[config.mk]
export PLATFORM = sky130hd
export DESIGN_NAME = trs_framer
export DESIGN_NICKNAME = d
export VERILOG_FILES = /design/src/rtl/trs_pkg.sv /design/src/rtl/trs_search.sv /design/src/rtl/trs_policy.sv /design/src/rtl/trs_framer.sv
export SDC_FILE = /design/constraint.sdc
export NUM_CORES = 1
export LEC_CHECK = 0
export CORE_MARGIN = 2
export CORE_UTILIZATION = 52
export DETAILED_ROUTE_END_ITERATION = 16
export HOLD_SLACK_MARGIN = 0.03
export PLACE_DENSITY = 0.77
export SLEW_MARGIN = 15
export SYNTH_ARGS = -nofsm -noshare
export SYNTH_HDL_FRONTEND = slang
export SYNTH_SLANG_ARGS = --single-unit
[constraint.sdc]
create_clock -name clk -period 1.98 [get_ports clk]
set_input_delay 0.297 -clock clk [delete_from_list [all_inputs] [get_ports clk]]
set_output_delay 0.297 -clock clk [all_outputs]
set_load 0.05 [all_outputs]
[src/rtl/trs_pkg.sv]
package trs_pkg;
    localparam int WORD_W   = 10;
    localparam int OFF_W    = $clog2(WORD_W);
    localparam int MARK_BIT = WORD_W - 1;

    typedef logic [WORD_W-1:0]   word_t;
    typedef logic [OFF_W-1:0]    off_t;
    typedef logic [2*WORD_W-1:0] pair_t;

    typedef struct packed {
        logic f;
        logic v;
        logic h;
    } fvh_t;

    typedef struct packed {
        word_t word;
        logic  stb;
        fvh_t  fvh;
    } stage_t;

    typedef enum logic [1:0] {
        POL_HOLD,
        POL_EVERY,
        POL_FLAGGED
    } policy_e;

    localparam word_t PRE_ONES = '1;
    localparam word_t PRE_ZERO = '0;

    function automatic word_t slice_at(pair_t p, off_t k);
        pair_t s;
        s = p >> k;
        return s[WORD_W-1:0];
    endfunction

    function automatic fvh_t fvh_of(word_t w);
        fvh_t r;
        r.f = w[8];
        r.v = w[7];
        r.h = w[6];
        return r;
    endfunction

    function automatic policy_e policy_of(logic mode, logic en);
        if (mode)
            return POL_FLAGGED;
        else if (en)
            return POL_EVERY;
        else
            return POL_HOLD;
    endfunction
endpackage

[src/rtl/trs_search.sv]
module trs_search
    import trs_pkg::*;
(
    input  logic  clk,
    input  logic  rst,
    input  pair_t win,
    output logic  hit,
    output off_t  hit_off,
    output word_t hit_word
);
    word_t             cand [WORD_W];
    logic [WORD_W-1:0] hit_vec;

    generate
        for (genvar k = 0; k < WORD_W; k++) begin : g_lane
            logic saw1, saw2, saw3;
            assign cand[k] = slice_at(win, off_t'(k));
            always_ff @(posedge clk) begin
                if (rst) begin
                    saw1 <= 1'b0;
                    saw2 <= 1'b0;
                    saw3 <= 1'b0;
                end else begin
                    saw1 <= (cand[k] == PRE_ONES);
                    saw2 <= saw1 && (cand[k] == PRE_ZERO);
                    saw3 <= saw2 && (cand[k] == PRE_ZERO);
                end
            end
            assign hit_vec[k] = saw3 && cand[k][MARK_BIT];
        end
    endgenerate

    // lowest offset wins if several lanes complete together
    always_comb begin
        hit_off = '0;
        for (int i = WORD_W - 1; i >= 0; i--) begin
            if (hit_vec[i]) hit_off = off_t'(i);
        end
    end

    assign hit      = |hit_vec;
    assign hit_word = cand[hit_off];
endmodule

[src/rtl/trs_policy.sv]
module trs_policy
    import trs_pkg::*;
(
    input  logic clk,
    input  logic rst,
    input  logic hit,
    input  off_t hit_off,
    input  logic frm_mode,
    input  logic frm_enable,
    output off_t cur_off,
    output logic locked,
    output logic nsp_r
);
    policy_e pol;
    assign pol = policy_of(frm_mode, frm_enable);

    always_ff @(posedge clk) begin
        if (rst) begin
            cur_off <= '0;
            locked  <= 1'b0;
            nsp_r   <= 1'b0;
        end else if (hit) begin
            if (!locked) begin
                cur_off <= hit_off;
                locked  <= 1'b1;
                nsp_r   <= 1'b0;
            end else if (hit_off == cur_off) begin
                nsp_r <= 1'b0;
            end else begin
                case (pol)
                    POL_EVERY: begin
                        cur_off <= hit_off;
                        nsp_r   <= 1'b0;
                    end
                    POL_FLAGGED: begin
                        if (nsp_r) begin
                            cur_off <= hit_off;
                            nsp_r   <= 1'b0;
                        end else begin
                            nsp_r <= 1'b1;
                        end
                    end
                    default: nsp_r <= 1'b1;
                endcase
            end
        end
    end
endmodule

[src/rtl/trs_framer.sv]
module trs_framer
    import trs_pkg::*;
(
    input  logic              clk,
    input  logic              rst,
    input  logic [WORD_W-1:0] raw_in,
    input  logic              frm_mode,
    input  logic              frm_enable,
    output logic [WORD_W-1:0] word_out,
    output logic              trs_stb,
    output logic              h_flag,
    output logic              v_flag,
    output logic              f_flag,
    output logic              nsp
);
    word_t  raw_q, raw_qq;
    pair_t  win;
    logic   hit;
    off_t   hit_off;
    word_t  hit_word;
    off_t   cur_off;
    logic   locked;
    logic   nsp_r;
    stage_t sa;
    fvh_t   fvh_o;

    assign win = {raw_q, raw_qq};

    trs_search u_search (
        .clk      (clk),
        .rst      (rst),
        .win      (win),
        .hit      (hit),
        .hit_off  (hit_off),
        .hit_word (hit_word)
    );

    trs_policy u_policy (
        .clk        (clk),
        .rst        (rst),
        .hit        (hit),
        .hit_off    (hit_off),
        .frm_mode   (frm_mode),
        .frm_enable (frm_enable),
        .cur_off    (cur_off),
        .locked     (locked),
        .nsp_r      (nsp_r)
    );

    always_ff @(posedge clk) begin
        if (rst) begin
            raw_q    <= '0;
            raw_qq   <= '0;
            sa       <= '0;
            word_out <= '0;
            trs_stb  <= 1'b0;
            fvh_o    <= '0;
            nsp      <= 1'b0;
        end else begin
            raw_q    <= raw_in;
            raw_qq   <= raw_q;
            sa.word  <= slice_at(win, cur_off);
            sa.stb   <= hit;
            sa.fvh   <= fvh_of(hit_word);
            word_out <= sa.word;
            trs_stb  <= sa.stb;
            nsp      <= nsp_r;
            if (sa.stb) fvh_o <= sa.fvh;
        end
    end

    assign f_flag = fvh_o.f;
    assign v_flag = fvh_o.v;
    assign h_flag = fvh_o.h;
endmodule

==> metrics.md, run 1 <==
| Metric | Value |
|---|---|
| Outcome | `finished, violations left` |
| Failing checks | `negative setup slack` |
| Worst-path fanout max | `5` |
| Hold Crit Class | `in -> reg` |
| Drt first-iter violations | `292` |
| First-pass GRT wire length | `between 10000 and 15000 microns` |
| Die height | `just under 90 microns` |
| Detailed route wirelength on metal3 | `543 microns` |
| # diodes | `0` |
| Top cells by area, synth | `dfxtp_1 45%, mux2i_1 7.4%, nor2b_1 5.6%, nor2_1 3.7%, and2_1 3.5%` |
| Slew Limit Headroom | `65.23%` |
| Synth area leader | `dfxtp_1` |
| Max-Cap Viols | `0` |
| CP Data Arrival Time | `2240 ps` |
| Vias | `about 3300` |
| Slew Limit Fails | `0` |
| Routed Antenna Nets | `0` |
| Pre-Repair DR Iteration Count | `5` |
| Worst EP required | `2220 ps` |
| Share of post-route cells with drive strength above 1 | `23.42%` |
| Max Used Layer | `met4` |
| Power Total | `3.345 mW` |
| Die area | `0.007967 sq mm` |
| Drt drc | `0` |
| DP Wirelength | `around 6500 microns` |
| Clock latency at the later pin of the worst-skew pair | `360 ps` |
| Final Instance Area | `~0.0048 sq mm` |
| Core ar. | `0.007137 sq mm` |
| Synth Cell Area | `0.003780 sq mm` |
| Leading register cell type out of synthesis | `dfxtp_1` |
| Placed Area | `0.004408 sq mm` |
| RSZ-0062 raised after global routing | `yes` |
| F_max | `0.5001 GHz` |
| Vias in the first global route | `3056` |
| Number of buffers created by CTS | `9` |
| CP Launch Type | `flop` |
| Root Buffer | `clkbuf_8` |
| CTS sink count | `85` |
| GRT Overall Usage | `roughly 24%` |
| Syn nets | `around 420` |
| Worst r2r src | `raw_q[2]` |
| Syn Inst Count | `407` |
| Sequential fraction of the synthesis area | `a little under half` |
| Setup CP Type | `reg -> reg` |
| Most instantiated library cell after synthesis | `dfxtp_1` |
| Met1 wire length | `4126 microns` |
| Met2 WL | `between 4000 and 5000 microns` |
| Leakage power | `1.959 nW` |
| Fin crit share | `101.0%` |
| Worst slew pin tran | `between 500 and 600 ps` |
| Layout Skew | `9.263 ps` |
| Netlist cell types | `roughly 60` |
| # setup viols final | `4` |
| Clock slew at reported path FFs | `~90 ps` |
| Setup TNS | `-48.10 ps` |
| Vias/cell | `between 5 and 6` |
| Routed WL | `9400 microns` |
| Fin nets | `between 400 and 500` |
| Pwr dens | `around 700 mW/mm^2` |
| Max H-tree Level | `3` |
| Number of flops mapped to enable cells by yosys | `0` |
| Avg Inst Size Synth | `a little over 9 sq um` |
| Hold Fails Final Rpt | `0` |
| HP Start | `rst` |
| Fin util | `67.15%` |
| Asr flop ratio synth | `0%` |
| Initial antenna violation count | `0` |
| #FFs+latches synth | `85` |
| Maximum number of pins on one net before global-route repair | `27` |
| CTS tree | `done` |
| PortBufs | `28` |
| Syn-to-layout area delta | `26.78%` |
| Setup crit start | `raw_q[2]` |
| Peak VDD IR | `327.9 uV` |
| Min Tclk post-route | `approximately 2000 ps` |
| Yosys top cell area share | `45.02%` |
| Commonest cells in the netlist | `85 x dfxtp_1, 37 x nor2_1, 34 x nor2b_1` |
| Initial core utilization | `52.96%` |
| I/O pin total | `29` |
| Die X | `89.26 microns` |
| Row count | `31` |
| CTS max path bufs | `2` |
| Routed length per instance | `16.40 microns` |
| Critical Path End Type | `flop` |
| Fin Hold WS | `221.1 ps` |
| GP Congestion | `0.9031` |
| Worst setup margin | `-19.54 ps` |
| Grt total ovfl | `0` |
| Synth warn | `0` |
-- final cells by class --
cell class	instances	area, sq um
Fill cell	562	2345
Multi-Input combinational cell	293	2071
Sequential cell	85	1718
Timing Repair Buffer	75	644.4
Clock buffer	11	131.4
Tap cell	99	123.9
Clock inverter	5	85.08
Inverter	5	18.77
-- repair_timing --
| item | in CTS | in global routing |
|---|---|---|
| setup endpoints to repair | 7 | 9 |
| setup buffers | 0 | 4 |
| pin swaps | 2 | 7 |
| gates resized for setup | 9 | 25 |
| hold buffers | 0 | 0 |
-- registers in the layout, indices dropped and copies added (netlist names), 4 cells and up --
signal                count
sa                       14
u_policy.cur_off          4
u_search.g_lane.saw2     10
word_out                 10
raw_q                    10
u_search.g_lane.saw1     10
u_search.g_lane.saw3     10
raw_qq                   10
-- routing by layer --
| metal | vias up | GRT usage, % |
|---|---|---|
| met4 | 0 | 9.905 |
| met2 | 141 | 39.73 |
| li1 | 1574 | - |
| met1 | 1512 | 30.49 |
| met3 | 32 | 5.817 |
| met5 | - | 0 |
-- metrics by stage --
| step | worst slack (ps) | instances |
|---|---|---|
| after floorplan | 22.52 | 407 |
| after global routing | -92.68 | 573 |
| after CTS | 2.617 | 569 |
| after global placement | 26.36 | 553 |
| after detailed placement | -40.10 | 553 |
| final | -19.54 | 573 |
-- cell usage in the layout (no fill, tap or decap), drive strengths merged, types with 2 or more instances in the layout --
master / synthesis / routed
nor2b: 34 / 34
nand2: 32 / 32
o21ai: 13 / 13
clkbuf: 17 / 11
nand3: 14 / 14
nor3b: 2 / 2
nand2b: 2 / 2
dfxtp: 85 / 85
clkinv: 0 / 2
buf: 7 / 48
nor3: 12 / 12
clkdlybuf4s50: 0 / 27
a22oi: 4 / 4
a31oi: 5 / 5
mux2: 9 / 9
nor2: 37 / 37
mux4: 3 / 3
or3: 2 / 2
nand4: 4 / 4
and2: 22 / 22
a311oi: 3 / 3
a211oi: 9 / 9
bufinv: 0 / 2
nor4: 2 / 2
mux2i: 28 / 28
a21oi: 16 / 16
o211ai: 4 / 4
and4: 7 / 7
a221oi: 3 / 3
and3: 8 / 8
inv: 5 / 5
a22o: 2 / 2
-- where the power goes --
part           leakage (nW)  internal [mW]  switching (mW)  total, mW
registers             0.694           1.74          0.0308       1.77
logic                  1.16          0.112           0.126      0.238
clock network         0.104          0.716           0.624       1.34
-- worst paths after layout --
check                                 end  slack [ps]  cells past startpoint
setup / recovery      u_policy.cur_off[0]         -20                      8
hold / removal                  raw_qq[6]         220                      2
setup reg to reg      u_policy.cur_off[0]         -20                      8
hold reg to reg   u_search.g_lane[0].saw2         430                      1
-- critical path, cell delays in order, from the launching register on --
cell and delay, ps:
dfxtp_4 370, a22o_2 300, nor4_2 280, a31oi_1 110, a311oi_4 290, buf_4 180, a31oi_4 110, nand4_1 150
o31ai_2 90
-- cells by family (layout without fill, tap and decap cells) --
group	after synthesis	in the layout	share of synthesized area (%)
simple gates	181	181	25.39
mux	40	40	11.88
flops	85	85	45.02
compound gates	72	72	14.40
buf+inv	29	96	3.310
Note: power is estimated with default switching activity, not from simulation.
==> inputs of run 2 (changes only) <==
--- a/config.mk
+++ b/config.mk
@@ -5,7 +5,6 @@
 export SDC_FILE = /design/constraint.sdc
 export NUM_CORES = 1
 export LEC_CHECK = 0
-export CORE_MARGIN = 2
 export CORE_UTILIZATION = 52
 export DETAILED_ROUTE_END_ITERATION = 16
 export HOLD_SLACK_MARGIN = 0.03
==> run 2 against run 1 <==
The run still ends with negative setup slack left. Clock skew up 2.0 ps. Largest cell class unchanged. Register-to-register slack worse by 160 ps. Cell count up 1.7%. Power down 0.39%. Sequential cell count unchanged. Clock power about the same. Critical path depth up 1. Global-route usage up 3.9 points. Worst hold slack better by 100 ps. Die area down 4.4%. Via count down 0.18%.
==> metrics.md, run 2 (same netlist as run 1, synthesis figures left out) <==
| Metric | Value |
|---|---|
| Outcome | `finished, violations left` |
| Failing checks | `negative setup slack` |
| Clock slew at reported path FFs | `100 ps (about the same)` |
| Worst EP required | `2260 ps (+40 ps)` |
| RSZ-0062 raised after global routing | `yes` |
| Max-Cap Viols | `0 (unchanged)` |
| Peak VDD IR | `544.0 uV (+66%)` |
| Routed length per instance | `16.54 microns (+0.79%)` |
| Worst r2r dst | `u_policy.cur_off[3]` |
| GRT Overall Usage | `28.10% (+3.9 points)` |
| CP Data Arrival Time | `2440 ps (+200 ps)` |
| Grt total ovfl | `0 (unchanged)` |
| Fin nets | `496 (+2.7%)` |
| GP Congestion | `0.8810 (-2.4%)` |
| GR Util met3 | `5.403% (-0.41 points)` |
| Maximum number of pins on one net before global-route repair | `39 (+44%)` |
| Row count | `30 (-3.2%)` |
| First-pass GRT wire length | `16040 microns (+9.2%)` |
| Grt met2 use | `48.01% (+8.3 points)` |
| Grt peak-use layer | `met2` |
| CTS max path bufs | `2 (unchanged)` |
| Placement Setup Slack | `-124.1 ps (-83.97 ps)` |
| Min Tclk post-route | `2159 ps (+159.9 ps)` |
| Vias/cell | `5.580 (-1.9%)` |
| Most frequent cells in the layout | `78 x dfxtp_1, 56 x buf_4, 37 x nor2_1` |
| I/O pin total | `29 (unchanged)` |
| Setup crit start | `raw_q[4]` |
| CTS sink count | `85 (unchanged)` |
| Slew Limit Fails | `0 (unchanged)` |
| DP Wirelength | `7096 microns (+8.6%)` |
| Placed Area | `0.004502 sq mm (+2.1%)` |
| Die X | `87.26 microns (-2.2%)` |
| Setup crit end | `u_policy.cur_off[3]` |
| Setup CP Type | `reg -> reg` |
| Drt drc | `0 (unchanged)` |
| M1 GR Usage | `35.51% (+5.0 points)` |
| Worst-path fanout max | `3 (-2)` |
| Vias | `3253 (-0.18%)` |
| Worst slew pin tran | `519.3 ps (-0.5280 ps)` |
| Worst r2r src | `raw_q[4]` |
| R2R depth | `9 (+1)` |
| Flop2flop setup slack | `-180 ps (-160 ps)` |
| Post-Layout Cell Count | `583 (+1.7%)` |
| Initial core utilization | `54.73% (+1.8 points)` |
| Cell count after placement | `563 (+1.8%)` |
| Initial antenna violation count | `0 (unchanged)` |
| Number of buffers created by CTS | `9 (unchanged)` |
| Reg with most FFs | `sa` |
| Routed Antenna Nets | `0 (unchanged)` |
| CTS tree | `done` |
| # setup viols final | `6 (+2)` |
| Worst setup margin | `-179.4 ps (-159.9 ps)` |
| Critical Path End Type | `flop` |
| Die height | `87.26 microns (-2.2%)` |
| Pre-Repair DR Iteration Count | `4 (-1)` |
| Share of post-route cells with drive strength above 1 | `25.05% (+1.6 points)` |
| Vias in the first global route | `3295 (+7.8%)` |
| Root Buffer | `clkbuf_8` |
| Hold Crit Class | `in -> reg` |
| Pwr dens | `684.5 mW/mm^2 (-1.9%)` |
| PortBufs | `28 (unchanged)` |
| Core ar. | `0.006907 sq mm (-3.2%)` |
| Clock latency at the later pin of the worst-skew pair | `370 ps (about the same)` |
| F_max | `0.4631 GHz (-7.4%)` |
| Routed WL | `9640 microns (+2.6%)` |
| Fin crit share | `109.1% (+8.1 points)` |
| Final Instance Area | `0.004868 sq mm (+1.6%)` |
| Max H-tree Level | `3 (unchanged)` |
| Commonest non-fill, non-tap cell in the layout | `dfxtp_1` |
| Leakage power | `2.004 nW (+2.3%)` |
| Layout Skew | `11.26 ps (+1.997 ps)` |
| Die area | `0.007614 sq mm (-4.4%)` |
| Power Total | `3.332 mW (-0.39%)` |
| CP Launch Type | `flop` |
| Syn-to-layout area delta | `28.80%` |
| Hold Fails Final Rpt | `0 (unchanged)` |
| Max FFs per register | `14 (unchanged)` |
| Drt first-iter violations | `157 (-46%)` |
| # diodes | `0 (unchanged)` |
| Post-CTS Hold Fix Bufs | `0 (unchanged)` |
| Slew Limit Headroom | `65.27% (about the same)` |
-- run 2: cell types whose count changed in the layout (fill, tap and decap cells not counted), sizes merged --
cell    before  now
buf         48   61
bufinv       2    1
clkbuf      11   10
clkinv       2    0
inv          5    9
-- run 2: per-layer routing --
| layer | routed length (microns) | vias to the layer above |
|---|---|---|
| met4 | 199 | 0 |
| met5 | 0 | - |
| met1 | 4249 | 1544 |
| li1 | - | 1601 |
| met3 | 456 | 16 |
| met2 | 4734 | 92 |
-- run 2: area by class of cell --
| class | count | area [sq um] |
|---|---|---|
| multi-input cells | 293 | 2054 |
| fillers | 556 | 2038 |
| flip-flops and latches | 85 | 1710 |
| repair buffers | 88 | 749.5 |
| clock buffers | 10 | 137.6 |
| well taps | 96 | 120.1 |
| clock inverters | 6 | 77.57 |
| inverters | 5 | 18.77 |
-- run 2: through the flow --
stage                     utilization (%)  TNS (ps)  hold slack, ps
after floorplan                         -         0           405.7
after global placement              65.18    -362.3           407.1
after detailed placement            65.18    -464.0           412.0
after CTS                           69.31    -169.3           326.0
after global routing                70.49     -1564           342.4
final                               70.49    -660.1           324.0
-- run 2: timing repair --
action	CTS	global route
gates resized for setup	15	12
pin swaps	5	7
buffers inserted	1	3
endpoints found under the hold margin	0	0
endpoints found under the setup margin	7	8
-- run 2: power breakdown --
group	internal [mW]	switching [mW]	total (mW)
logic	0.115	0.129	0.244
clock network	0.644	0.676	1.32
registers	1.74	0.0305	1.77
-- run 2: critical path, stage by stage, from the launching register on --
cell,delay [ps]
dfxtp_2,340
buf_6,120
a22oi_4,180
a31oi_1,110
or3_1,390
a311oi_2,330
buf_4,170
and2_4,140
o21ai_2,60
a221oi_2,250
-- run 2: worst min path at each step --
stage,from,to,slack (ps),depth (start not counted)
final,rst,word_out[0],320,2
after global routing,rst,word_out[0],340,2
after CTS,rst,word_out[0],330,2
after detailed placement,u_search.g_lane[0].saw1,u_search.g_lane[0].saw2,410,1
after global placement,u_search.g_lane[4].saw1,u_search.g_lane[4].saw2,410,1
after floorplan,u_search.g_lane[0].saw1,u_search.g_lane[0].saw2,410,1
